File: src/rtl/lpm_pkg.sv
package lpm_pkg;

    typedef enum logic [1:0] {
        PM_RUN  = 2'd0,
        PM_HALT = 2'd1,
        PM_WARM = 2'd2,
        PM_IDLE = 2'd3
    } pm_state_e;

    localparam int MODE_HALT_BIT = 0;
    localparam int MODE_IDLE_BIT = 1;

    typedef struct packed {
        logic osc;
        logic wdt;
        logic tmr;
        logic bod;
        logic lbd;
        logic core;
    } pm_en_t;

    function automatic pm_en_t pm_enables(pm_state_e s);
        pm_en_t e;
        case (s)
            PM_RUN:  e = '{osc: 1'b1, wdt: 1'b1, tmr: 1'b1, bod: 1'b1, lbd: 1'b1, core: 1'b1};
            PM_IDLE: e = '{osc: 1'b1, wdt: 1'b1, tmr: 1'b1, bod: 1'b0, lbd: 1'b0, core: 1'b0};
            PM_WARM: e = '{osc: 1'b1, wdt: 1'b0, tmr: 1'b0, bod: 1'b0, lbd: 1'b0, core: 1'b0};
            default: e = '0;
        endcase
        return e;
    endfunction

    function automatic int unsigned warm_cycles(int unsigned hz);
        return (hz < 1000) ? 1 : hz / 1000;
    endfunction

endpackage

File: src/rtl/lpm_wake_sync.sv
module lpm_wake_sync #(
    parameter int STAGES = 2
) (
    input  logic clk,
    input  logic rst,
    input  logic d_async,
    output logic q_sync
);
    logic [STAGES-1:0] chain_q;

    always_ff @(posedge clk) begin
        if (rst) chain_q <= '0;
        else     chain_q <= {chain_q[STAGES-2:0], d_async};
    end

    assign q_sync = chain_q[STAGES-1];
endmodule

File: src/rtl/lpm_warmup_cnt.sv
module lpm_warmup_cnt #(
    parameter int unsigned CYCLES = 32
) (
    input  logic clk,
    input  logic rst,
    input  logic active,
    output logic done
);
    localparam int CW = (CYCLES > 1) ? $clog2(CYCLES) : 1;
    localparam logic [CW-1:0] LAST = CW'(CYCLES - 1);

    logic [CW-1:0] cnt_q;

    always_ff @(posedge clk) begin
        if (rst || !active) cnt_q <= '0;
        else if (cnt_q != LAST) cnt_q <= cnt_q + 1'b1;
    end

    assign done = active && (cnt_q == LAST);


    warm_cnt_idle_chk: assert property (@(posedge clk) disable iff (rst)
        !$past(active) |-> cnt_q == '0);
endmodule

File: src/rtl/lpm_fsm.sv
module lpm_fsm
    import lpm_pkg::*;
(
    input  logic      clk,
    input  logic      rst,
    input  logic      halt_req,
    input  logic      idle_req,
    input  logic      wake,
    input  logic      ovf,
    input  logic      warm_done,
    output pm_state_e state,
    output logic      resume
);
    pm_state_e state_q, state_d;

    always_comb begin
        state_d = state_q;
        resume  = 1'b0;
        unique case (state_q)
            PM_RUN: begin
                if (halt_req)      state_d = PM_HALT;
                else if (idle_req) state_d = PM_IDLE;
            end
            PM_HALT: if (wake) state_d = PM_WARM;
            PM_WARM: if (warm_done) begin
                state_d = PM_RUN;
                resume  = 1'b1;
            end
            PM_IDLE: if (wake || ovf) begin
                state_d = PM_RUN;
                resume  = 1'b1;
            end
        endcase
    end

    always_ff @(posedge clk) begin
        if (rst) state_q <= PM_RUN;
        else     state_q <= state_d;
    end

    assign state = state_q;


    halt_hold_chk: assert property (@(posedge clk) disable iff (rst)
        (state_q == PM_HALT && !wake) |=> state_q == PM_HALT);

    idle_resume_chk: assert property (@(posedge clk) disable iff (rst)
        (state_q == PM_IDLE && ovf) |=> state_q == PM_RUN);

    halt_prio_chk: assert property (@(posedge clk) disable iff (rst)
        (state_q == PM_RUN && halt_req && idle_req) |=> state_q == PM_HALT);

    warm_hold_chk: assert property (@(posedge clk) disable iff (rst)
        (state_q == PM_WARM && !warm_done) |=> state_q == PM_WARM);
endmodule

File: src/rtl/lpm_ctrl.sv
module lpm_ctrl
    import lpm_pkg::*;
#(
    parameter int unsigned CLK_HZ      = 32768,
    parameter int unsigned WARM_CYCLES = warm_cycles(CLK_HZ),
    parameter int          SYNC_STAGES = 2,
    parameter int          DATA_W      = 8
) (
    input  logic              clk,
    input  logic              rst,
    input  logic              wr_en,
    input  logic              wr_addr,
    input  logic [DATA_W-1:0] wr_data,
    input  logic              wake_async,
    input  logic              tmr_ovf,
    output logic              osc_en,
    output logic              wdt_en,
    output logic              tmr_en,
    output logic              bod_en,
    output logic              lbd_en,
    output logic              core_run,
    output logic              pmc_pending
);
    logic      wake_s, warm_done, resume;
    logic      halt_req, idle_req, clr_wr;
    pm_state_e state;
    pm_en_t    en;

    assign halt_req = wr_en && !wr_addr && wr_data[MODE_HALT_BIT];
    assign idle_req = wr_en && !wr_addr && wr_data[MODE_IDLE_BIT];
    assign clr_wr   = wr_en &&  wr_addr && (wr_data == '0);

    lpm_wake_sync #(.STAGES(SYNC_STAGES)) u_sync (
        .clk(clk), .rst(rst), .d_async(wake_async), .q_sync(wake_s)
    );

    lpm_warmup_cnt #(.CYCLES(WARM_CYCLES)) u_warm (
        .clk(clk), .rst(rst), .active(state == PM_WARM), .done(warm_done)
    );

    lpm_fsm u_fsm (
        .clk(clk), .rst(rst), .halt_req(halt_req), .idle_req(idle_req),
        .wake(wake_s), .ovf(tmr_ovf), .warm_done(warm_done),
        .state(state), .resume(resume)
    );

    always_ff @(posedge clk) begin
        if (rst)         pmc_pending <= 1'b0;
        else if (resume) pmc_pending <= 1'b1;
        else if (clr_wr) pmc_pending <= 1'b0;
    end

    assign en       = pm_enables(state);
    assign osc_en   = en.osc;
    assign wdt_en   = en.wdt;
    assign tmr_en   = en.tmr;
    assign bod_en   = en.bod;
    assign lbd_en   = en.lbd;
    assign core_run = en.core;


    pend_on_resume_chk: assert property (@(posedge clk) disable iff (rst)
        $rose(core_run) |-> pmc_pending);

    halt_all_off_chk: assert property (@(posedge clk) disable iff (rst)
        !osc_en |-> !(wdt_en || tmr_en || bod_en || lbd_en || core_run));

    detectors_need_core_chk: assert property (@(posedge clk) disable iff (rst)
        (bod_en || lbd_en) |-> core_run);
endmodule

File: config.mk
export PLATFORM = sky130hd
export DESIGN_NAME = lpm_ctrl
export DESIGN_NICKNAME = d
export VERILOG_FILES = /design/src/rtl/lpm_pkg.sv /design/src/rtl/lpm_wake_sync.sv /design/src/rtl/lpm_warmup_cnt.sv /design/src/rtl/lpm_fsm.sv /design/src/rtl/lpm_ctrl.sv
export SDC_FILE = /design/constraint.sdc
export NUM_CORES = 1
export LEC_CHECK = 0
export BUFFER_PORTS_ARGS = -buffer_cell sky130_fd_sc_hd__buf_4
export CORE_AREA = 2 2 39 41
export DETAILED_ROUTE_END_ITERATION = 8
export DIE_AREA = 0 0 41 43
export GPL_ROUTABILITY_DRIVEN = 1
export HOLD_SLACK_MARGIN = 0.1
export PLACE_DENSITY = 0.79
export SLEW_MARGIN = 20
export SYNTH_ARGS = -nofsm -noshare
export SYNTH_HDL_FRONTEND = slang
export SYNTH_SLANG_ARGS = --single-unit
File: constraint.sdc
create_clock -name clk -period 3.49 [get_ports clk]
set_input_delay 0.349 -clock clk [delete_from_list [all_inputs] [get_ports clk]]
set_output_delay 0.349 -clock clk [all_outputs]
set_load 0.005 [all_outputs]
==> impl_summary.log, run 1 <==
INFO  metric grt.total_usage = 14.6%
INFO  metric cpPeakStageDelay = 0.37 ns
INFO  metric drt_total_wl = 973 um
INFO  metric instances_no_fill = 98
INFO  metric cts-hold-fix-buffers = 0
INFO  metric ys_ff_latch = 10
INFO  metric p_switching = 144 uW
INFO  metric final.period_utilization = 54.4%
INFO  metric regArea = 200 sq um
INFO  metric grt_antenna_before_repair = 0
INFO  metric clk_pin_slew_worst_paths = 0.06 ns
INFO  metric n_antenna_cell = 0
INFO  metric design.die.area = 1760 sq um
INFO  metric cap_viol_max_count = 0
INFO  metric drtIter0Drc = 5
INFO  metric min-delay-path-class = in2reg
INFO  metric placed_insts = 94
INFO  metric grt_setup_unrepaired = no
INFO  metric cts.sink_count = 10
INFO  metric achievable-frequency = 0.526 GHz
INFO  metric max-clock-path-buffers = 2
INFO  metric io_pins = 21
INFO  metric detail-route-antenna-nets = 0
INFO  metric cell_at_the_root_of_the_clock_tree = clkbuf_4
INFO  metric postCtsSetupRepairBufs = 0
INFO  metric start_kind = register
INFO  metric chipWidth = 41 um
INFO  metric timing.final.crit_period = 1.90 ns
INFO  metric finalSetupViolCount = 0
INFO  metric fp.coreArea = 1380 sq um
INFO  metric place_area = 706 sq um
INFO  metric placement.io_buffers = 20
INFO  metric syn_area = 569 sq um
INFO  metric finalMaxSlewViolations = 0
INFO  metric reg2reg_to = u_fsm.state[1]$_SDFFE_PP0P_
INFO  metric layout_nets = 103
INFO  metric timing.clock.skew = 0.00203 ns
INFO  metric wl_per_cell = 9.93 um
INFO  metric worst_setup_path_endpoint = u_fsm.state[1]$_SDFFE_PP0P_
INFO  metric timing.critical_path.required = 3.65 ns
INFO  metric cpMaxStageDelayCell = dfxtp_1
INFO  metric setup.reg_to_reg.worst_slack = 1.59 ns
INFO  metric syn2layout_area_growth = 30.3%
INFO  metric timing.setup.tns = 0 ns
INFO  metric worst_slew_pin_slew = 0.309 ns
INFO  metric clock_tree.htree_level_count = 1
INFO  metric timing.critical_path.cells = ha_1 > and3_1 > ha_1 > inv_4 > a221oi_2 > nand2_2 > mux2_4
INFO  metric most-common-layout-cells = buf_4 (20), dfxtp_1 (10), nor2_1 (8)
INFO  metric post_synth_num_cell_types = 26
INFO  metric multiInputGateArea = 307 sq um
INFO  metric synth_cells = 62
INFO  metric r2r_cells = 7
INFO  metric comb_power_share = 46.6%
INFO  metric timing.critical_path.from = u_warm.cnt_q[0]$_SDFFE_PP0P_
INFO  metric sw_frac_of_total = 31.7%
INFO  metric dp_hpwl = 813 um
INFO  metric fillers = 131
INFO  metric floorplan_row_count = 14
INFO  metric number_of_cells_upsized_or_downsized_after_cts = 0
INFO  metric clock_network_fraction_of_design_power = 22.5%
INFO  metric cpMostUsedCell = ha_1
INFO  metric route.vias.total = 455
INFO  metric design_area = 742 sq um
INFO  metric grt_max_degree = 8
INFO  metric crit_path_max_fanout = 6
INFO  metric finalHoldViolations = 0
INFO  metric drt_pre_antenna_iters = 3
INFO  metric netlist_top_cells_area = dfxtp_1 (35%), ha_1 (13%), nor2_1 (5.3%), buf_4 (4.0%), inv_1 (4.0%)
INFO  metric tritoncts.num_buffers = 3
INFO  metric status = complete, no violations
INFO  metric grt.overflow.total = 0
INFO  metric gp_congestion = 0.679
INFO  metric vias_in_the_first_global_route = 447
INFO  metric min-delay-start = rst
INFO  metric proportion_of_synthesized_chip_area_in_sequential_cells = 35.2%
INFO  metric p_leak = 0.000342 uW
INFO  metric average_vias_per_placed_instance = 4.64
INFO  metric grt_first_pass_wirelength = 1720 um
INFO  metric netlist.top_cell.by_area = dfxtp_1
INFO  metric power.density = 611 nW/um^2
INFO  metric leading_cell_type_in_the_layout_fill_and_taps_excluded = buf_4
INFO  metric worst_ir_drop_vdd = 0.391 mV
INFO  metric tritoncts = built
INFO  metric setup.worst_path.class = reg2reg
INFO  metric synth_area_per_cell = 9.18 sq um
INFO  metric drcViolationCount = 0
INFO  metric final_layout_size_suffix_gt1_share = 35.4%
INFO  metric synth_top_area_share = 35.2%
INFO  metric relSlewSlack = 79.4%
INFO  metric power_frac_seq = 30.9%
INFO  metric rr_startpoint = u_warm.cnt_q[0]$_SDFFE_PP0P_
INFO  metric synthesized_nets = 82
INFO  metric initial_core_util = 41.1%
INFO  metric synthesis.yosys.warnings = 0
INFO  metric timing.critical_path.arrival = 2.06 ns
INFO  metric chipHeight = 43 um
INFO  metric insertion_delay = 0.27 ns
INFO  metric total_internal_power = 309 uW
INFO  metric endpoint_kind = register
[how the worst min path moves through the flow]
stage                                              end  slack (ns)  depth (start not counted)
after floorplan           u_sync.chain_q[1]$_SDFF_PP0_        0.41                          1
after detailed placement  u_sync.chain_q[1]$_SDFF_PP0_        0.43                          1
final                     u_sync.chain_q[1]$_SDFF_PP0_        0.29                          2
after global routing      u_sync.chain_q[0]$_SDFF_PP0_        0.29                          2
after CTS                 u_sync.chain_q[0]$_SDFF_PP0_        0.28                          2
after global placement    u_sync.chain_q[1]$_SDFF_PP0_        0.43                          1
[layout make-up]
class	count	area share (%)
clock buffer	4	4.89
inverter	7	3.88
multi-input combinational	41	41.3
sequential	10	27.0
tap	16	2.70
timing repair buffer	20	20.2
[critical path: cells and delay by family, from the launching register on]
family	cells	cell delay, ns
DFF	1	0.37
and+or+nand+nor	2	0.26
adders and majority gates	2	0.50
AOI/OAI and AO/OA	1	0.31
buffers and inverters	1	0.05
muxes	1	0.30
[metal layers]
metal	up-vias	track usage, %	routed length, um
li1	244	-	-
met1	195	17.0	434
met2	11	21.6	456
met3	5	7.85	64
met4	0	6.00	17
met5	-	0	0
[metrics by stage]
step	hold slack [ns]	total power [uW]	util, %	setup slack (ns)
floorplan	0.414	287	-	1.78
global placement	0.425	351	51.0	1.67
detailed placement	0.428	354	51.0	1.59
CTS	0.280	459	53.6	1.58
global route	0.288	486	53.6	1.46
finish	0.288	453	53.6	1.59
[cells in the mapped netlist]
library cell  number
buf_4              3
nand2_2            1
xor2_1             2
nand2b_1           2
nor4b_1            2
nor2_1             8
ha_1               6
a31oi_1            1
a221oi_2           1
nand3_1            1
nand4_1            1
dfxtp_1           10
nor3b_1            1
and3_1             1
xnor2_1            1
mux2i_1            2
and2b_2            1
a221oi_1           1
nand2_1            3
mux2_4             1
o22ai_1            1
inv_1              6
nor2b_1            2
inv_4              1
buf_6              1
o21ai_0            2
[power groups by stage]
stage          registers (uW)  logic, uW  clock network, uW
2_1_floorplan             140        147                  0
3_3_place_gp              142        209                  0
3_5_place_dp              143        211                  0
4_1_cts                   141        213                106
5_1_grt                   142        235                110
6_report                  140        211                102
[registers in the layout, summed over array words and instances (netlist names)]
signal and count:
pmc_pending 1, u_fsm.state 2, u_warm.cnt_q 5, u_sync.chain_q 2
[cell families (layout without fill, tap and decap cells)]
kind of cell / count (synthesis) / after routing / share of synthesized area [%]
AND/OR/NAND/NOR: 23 / 23 / 21.8
buffers and inverters: 11 / 31 / 11.0
flip-flops: 10 / 10 / 35.2
adder cells (fa/ha/maj): 6 / 6 / 13.2
AO/OA/AOI/OAI: 6 / 6 / 8.13
XOR/XNOR: 3 / 3 / 4.62
multiplexers: 3 / 3 / 6.15
Note: power is estimated with default switching activity, not from simulation.
==> inputs of run 2 (changes only) <==
Clock period 3.49 ns to 1.8 ns, I/O delays scaled along.
==> impl_summary.log, run 2 (synthesis gave the netlist of run 1 again) <==
INFO  metric comb_power_share = 49.7% (+3.1 points)
INFO  metric worst_ir_drop_vdd = 0.795 mV (+100%)
INFO  metric timing.critical_path.required = 1.97 ns (-1.68 ns)
INFO  metric finalMaxSlewViolations = 0 (unchanged)
INFO  metric most-common-layout-cells = buf_4 (22), nor2_1 (8), dfxtp_1 (8)
INFO  metric critical_path.top_delay_family = adder cells
INFO  metric cpPeakStageDelay = 0.35 ns (-0.02 ns)
INFO  metric achievable-frequency = 0.577 GHz (+9.6%)
INFO  metric reg2reg_to = u_fsm.state[1]$_SDFFE_PP0P_
INFO  metric r2r_cells = 7 (unchanged)
INFO  metric endpoint_kind = register
INFO  metric utilization = 56.3% (+2.7 points)
INFO  metric tritoncts = built
INFO  metric drcViolationCount = 0 (unchanged)
INFO  metric chipWidth = 41 um (unchanged)
INFO  metric drt_total_wl = 1130 um (+16%)
INFO  metric n_antenna_cell = 0 (unchanged)
INFO  metric timing.final.crit_period = 1.73 ns (-0.166 ns)
INFO  metric grt_max_degree = 8 (unchanged)
INFO  metric cpMaxStageDelayCell = dfxtp_2
INFO  metric total_internal_power = 638 uW (+110%)
INFO  metric design.die.area = 1760 sq um (unchanged)
INFO  metric timing.setup.tns = 0 ns (unchanged)
INFO  metric grt.total_usage = 15.6% (+0.91 points)
INFO  metric average_vias_per_placed_instance = 4.88 (+5.1%)
INFO  metric whs_path_depth = 2 (unchanged)
INFO  metric report.power.total = 956 uW (+110%)
INFO  metric clock_network_fraction_of_design_power = 21.7% (-0.8 points)
INFO  metric timing.clock.skew = 0.00421 ns (+0.00218 ns)
INFO  metric cts.sink_count = 10 (unchanged)
INFO  metric chipHeight = 43 um (unchanged)
INFO  metric drtIter0Drc = 7 (+2)
INFO  metric start_kind = register
INFO  metric cp_num_buf_inv = 1 (unchanged)
INFO  metric max_flop_register = u_warm.cnt_q
INFO  metric crit_path_max_fanout = 3 (-3)
INFO  metric power.density = 1230 nW/um^2 (+100%)
INFO  metric final_layout_size_suffix_gt1_share = 41.7% (+6.3 points)
INFO  metric relSlewSlack = 76.9% (-2.5 points)
INFO  metric setup.worst_path.class = reg2reg
INFO  metric timing.critical_path.arrival = 1.90 ns (-0.16 ns)
INFO  metric cap_viol_max_count = 0 (unchanged)
INFO  metric design_area = 779 sq um (+5.1%)
INFO  metric min-delay-path-class = in2reg
INFO  metric p_leak = 0.000354 uW (+3.7%)
INFO  metric sw_frac_of_total = 33.3% (+1.6 points)
INFO  metric power_frac_seq = 28.6% (-2.3 points)
INFO  metric min-delay-start = rst
INFO  metric floorplan_row_count = 14 (unchanged)
INFO  metric fp.coreArea = 1380 sq um (unchanged)
INFO  metric syn2layout_area_growth = 36.9%
INFO  metric setup.reg_to_reg.worst_slack = 0.07 ns (-1.52 ns)
INFO  metric finalHoldViolations = 0 (unchanged)
INFO  metric final.period_utilization = 96.3% (+42 points)
INFO  metric wl_per_cell = 11.3 um (+13%)
INFO  metric finalSetupViolCount = 0 (unchanged)
INFO  metric rr_startpoint = u_warm.cnt_q[0]$_SDFFE_PP0P_
INFO  metric status = complete, no violations
INFO  metric io_pins = 21 (unchanged)
INFO  metric cell_at_the_root_of_the_clock_tree = clkbuf_4
INFO  metric placement.io_buffers = 20 (unchanged)
INFO  metric whs = 0.118 ns (-0.170 ns)
INFO  metric worst_slew_pin_slew = 0.345 ns (+0.0365 ns)
INFO  metric layout_nets = 105 (+1.9%)
INFO  metric dp_hpwl = 887 um (+9.1%)
INFO  metric leading_cell_type_in_the_layout_fill_and_taps_excluded = buf_4
INFO  metric route.vias.total = 488 (+7.3%)
INFO  metric detail-route-antenna-nets = 0 (unchanged)
INFO  metric tritoncts.num_buffers = 3 (unchanged)
INFO  metric hold-path-endpoint = pmc_pending$_SDFFE_PP0P_
INFO  metric clk_pin_slew_worst_paths = 0.07 ns (about the same)
INFO  metric max-clock-path-buffers = 2 (unchanged)
INFO  metric grt_antenna_before_repair = 0 (unchanged)
INFO  metric insertion_delay = 0.27 ns (about the same)
INFO  metric grt_first_pass_wirelength = 1750 um (+2.0%)
INFO  metric initial_core_util = 41.1% (unchanged)
INFO  metric place_area = 713 sq um (+1.1%)
INFO  metric p_switching = 319 uW (+120%)
INFO  metric largest_register_ffs = 5 (unchanged)
INFO  metric vias_in_the_first_global_route = 467 (+4.5%)
INFO  metric timing.critical_path.cells = ha_1 > and3_1 > ha_2 > inv_4 > a221oi_4 > nand2_2 > mux2_4
INFO  metric gp_congestion = 0.759 (+12%)
INFO  metric grt.overflow.total = 0 (unchanged)
INFO  metric clock_tree.htree_level_count = 1 (unchanged)
INFO  metric drt_pre_antenna_iters = 4 (+1)
[run 2: changes by cell type in the layout (fill, tap and decap cells not counted)]
cell      before  now
buf_4         20   22
dfxtp_1       10    8
dfxtp_2        0    2
a221oi_1       1    0
a221oi_4       0    1
ha_1           6    5
ha_2           0    1
[run 2: worst max path at each step]
| stage | start | endpoint | slack [ns] | depth (start not counted) |
|---|---|---|---|---|
| 2_1_floorplan | u_warm.cnt_q[0]$_SDFFE_PP0P_ | u_fsm.state[1]$_SDFFE_PP0P_ | 0.09 | 8 |
| 3_3_place_gp | u_warm.cnt_q[0]$_SDFFE_PP0P_ | u_fsm.state[1]$_SDFFE_PP0P_ | 0.12 | 7 |
| 3_5_place_dp | u_warm.cnt_q[0]$_SDFFE_PP0P_ | u_fsm.state[0]$_SDFFE_PP0P_ | 0.03 | 7 |
| 4_1_cts | u_warm.cnt_q[0]$_SDFFE_PP0P_ | u_fsm.state[0]$_SDFFE_PP0P_ | 0.008 | 7 |
| 5_1_grt | u_warm.cnt_q[0]$_SDFFE_PP0P_ | u_fsm.state[1]$_SDFFE_PP0P_ | -0.02 | 7 |
| 6_report | u_warm.cnt_q[0]$_SDFFE_PP0P_ | u_fsm.state[1]$_SDFFE_PP0P_ | 0.07 | 7 |
[run 2: timing repair]
action / CTS / global route
hold buffers: 0 / 0
buffers inserted: 0 / 1
setup endpoints to repair: 0 / 2
gates resized for setup: 0 / 5
[run 2: per-layer routing]
| metal | wire length, um | global-route usage [%] | up-vias |
|---|---|---|---|
| li1 | - | - | 247 |
| met1 | 466 | 17.0 | 226 |
| met2 | 575 | 22.5 | 11 |
| met3 | 48 | 6.28 | 4 |
| met4 | 34 | 12.0 | 0 |
| met5 | 0 | 0 | - |
[run 2: power by group through the flow]
| stage | clock network (uW) | logic, uW | registers, uW |
|---|---|---|---|
| final | 207 | 475 | 274 |
| after floorplan | 0 | 285 | 271 |
| after CTS | 211 | 416 | 273 |
| after detailed placement | 0 | 414 | 277 |
| after global routing | 220 | 516 | 276 |
| after global placement | 0 | 406 | 274 |
[run 2: layout make-up]
type                    count  area (sq um)
fillers                   130           604
flip-flops and latches     10           203
clock buffers               4          36.3
repair buffers             22           165
inverters                   7          28.8
well taps                  16          20.0
multi-input cells          41           327
[run 2: stage by stage]
stage                     worst slack [ns]  cells
after floorplan                     0.0922     62
after global placement               0.122     95
after detailed placement            0.0281     95
after CTS                          0.00787     99
after global routing               -0.0150    100
final                               0.0664    100
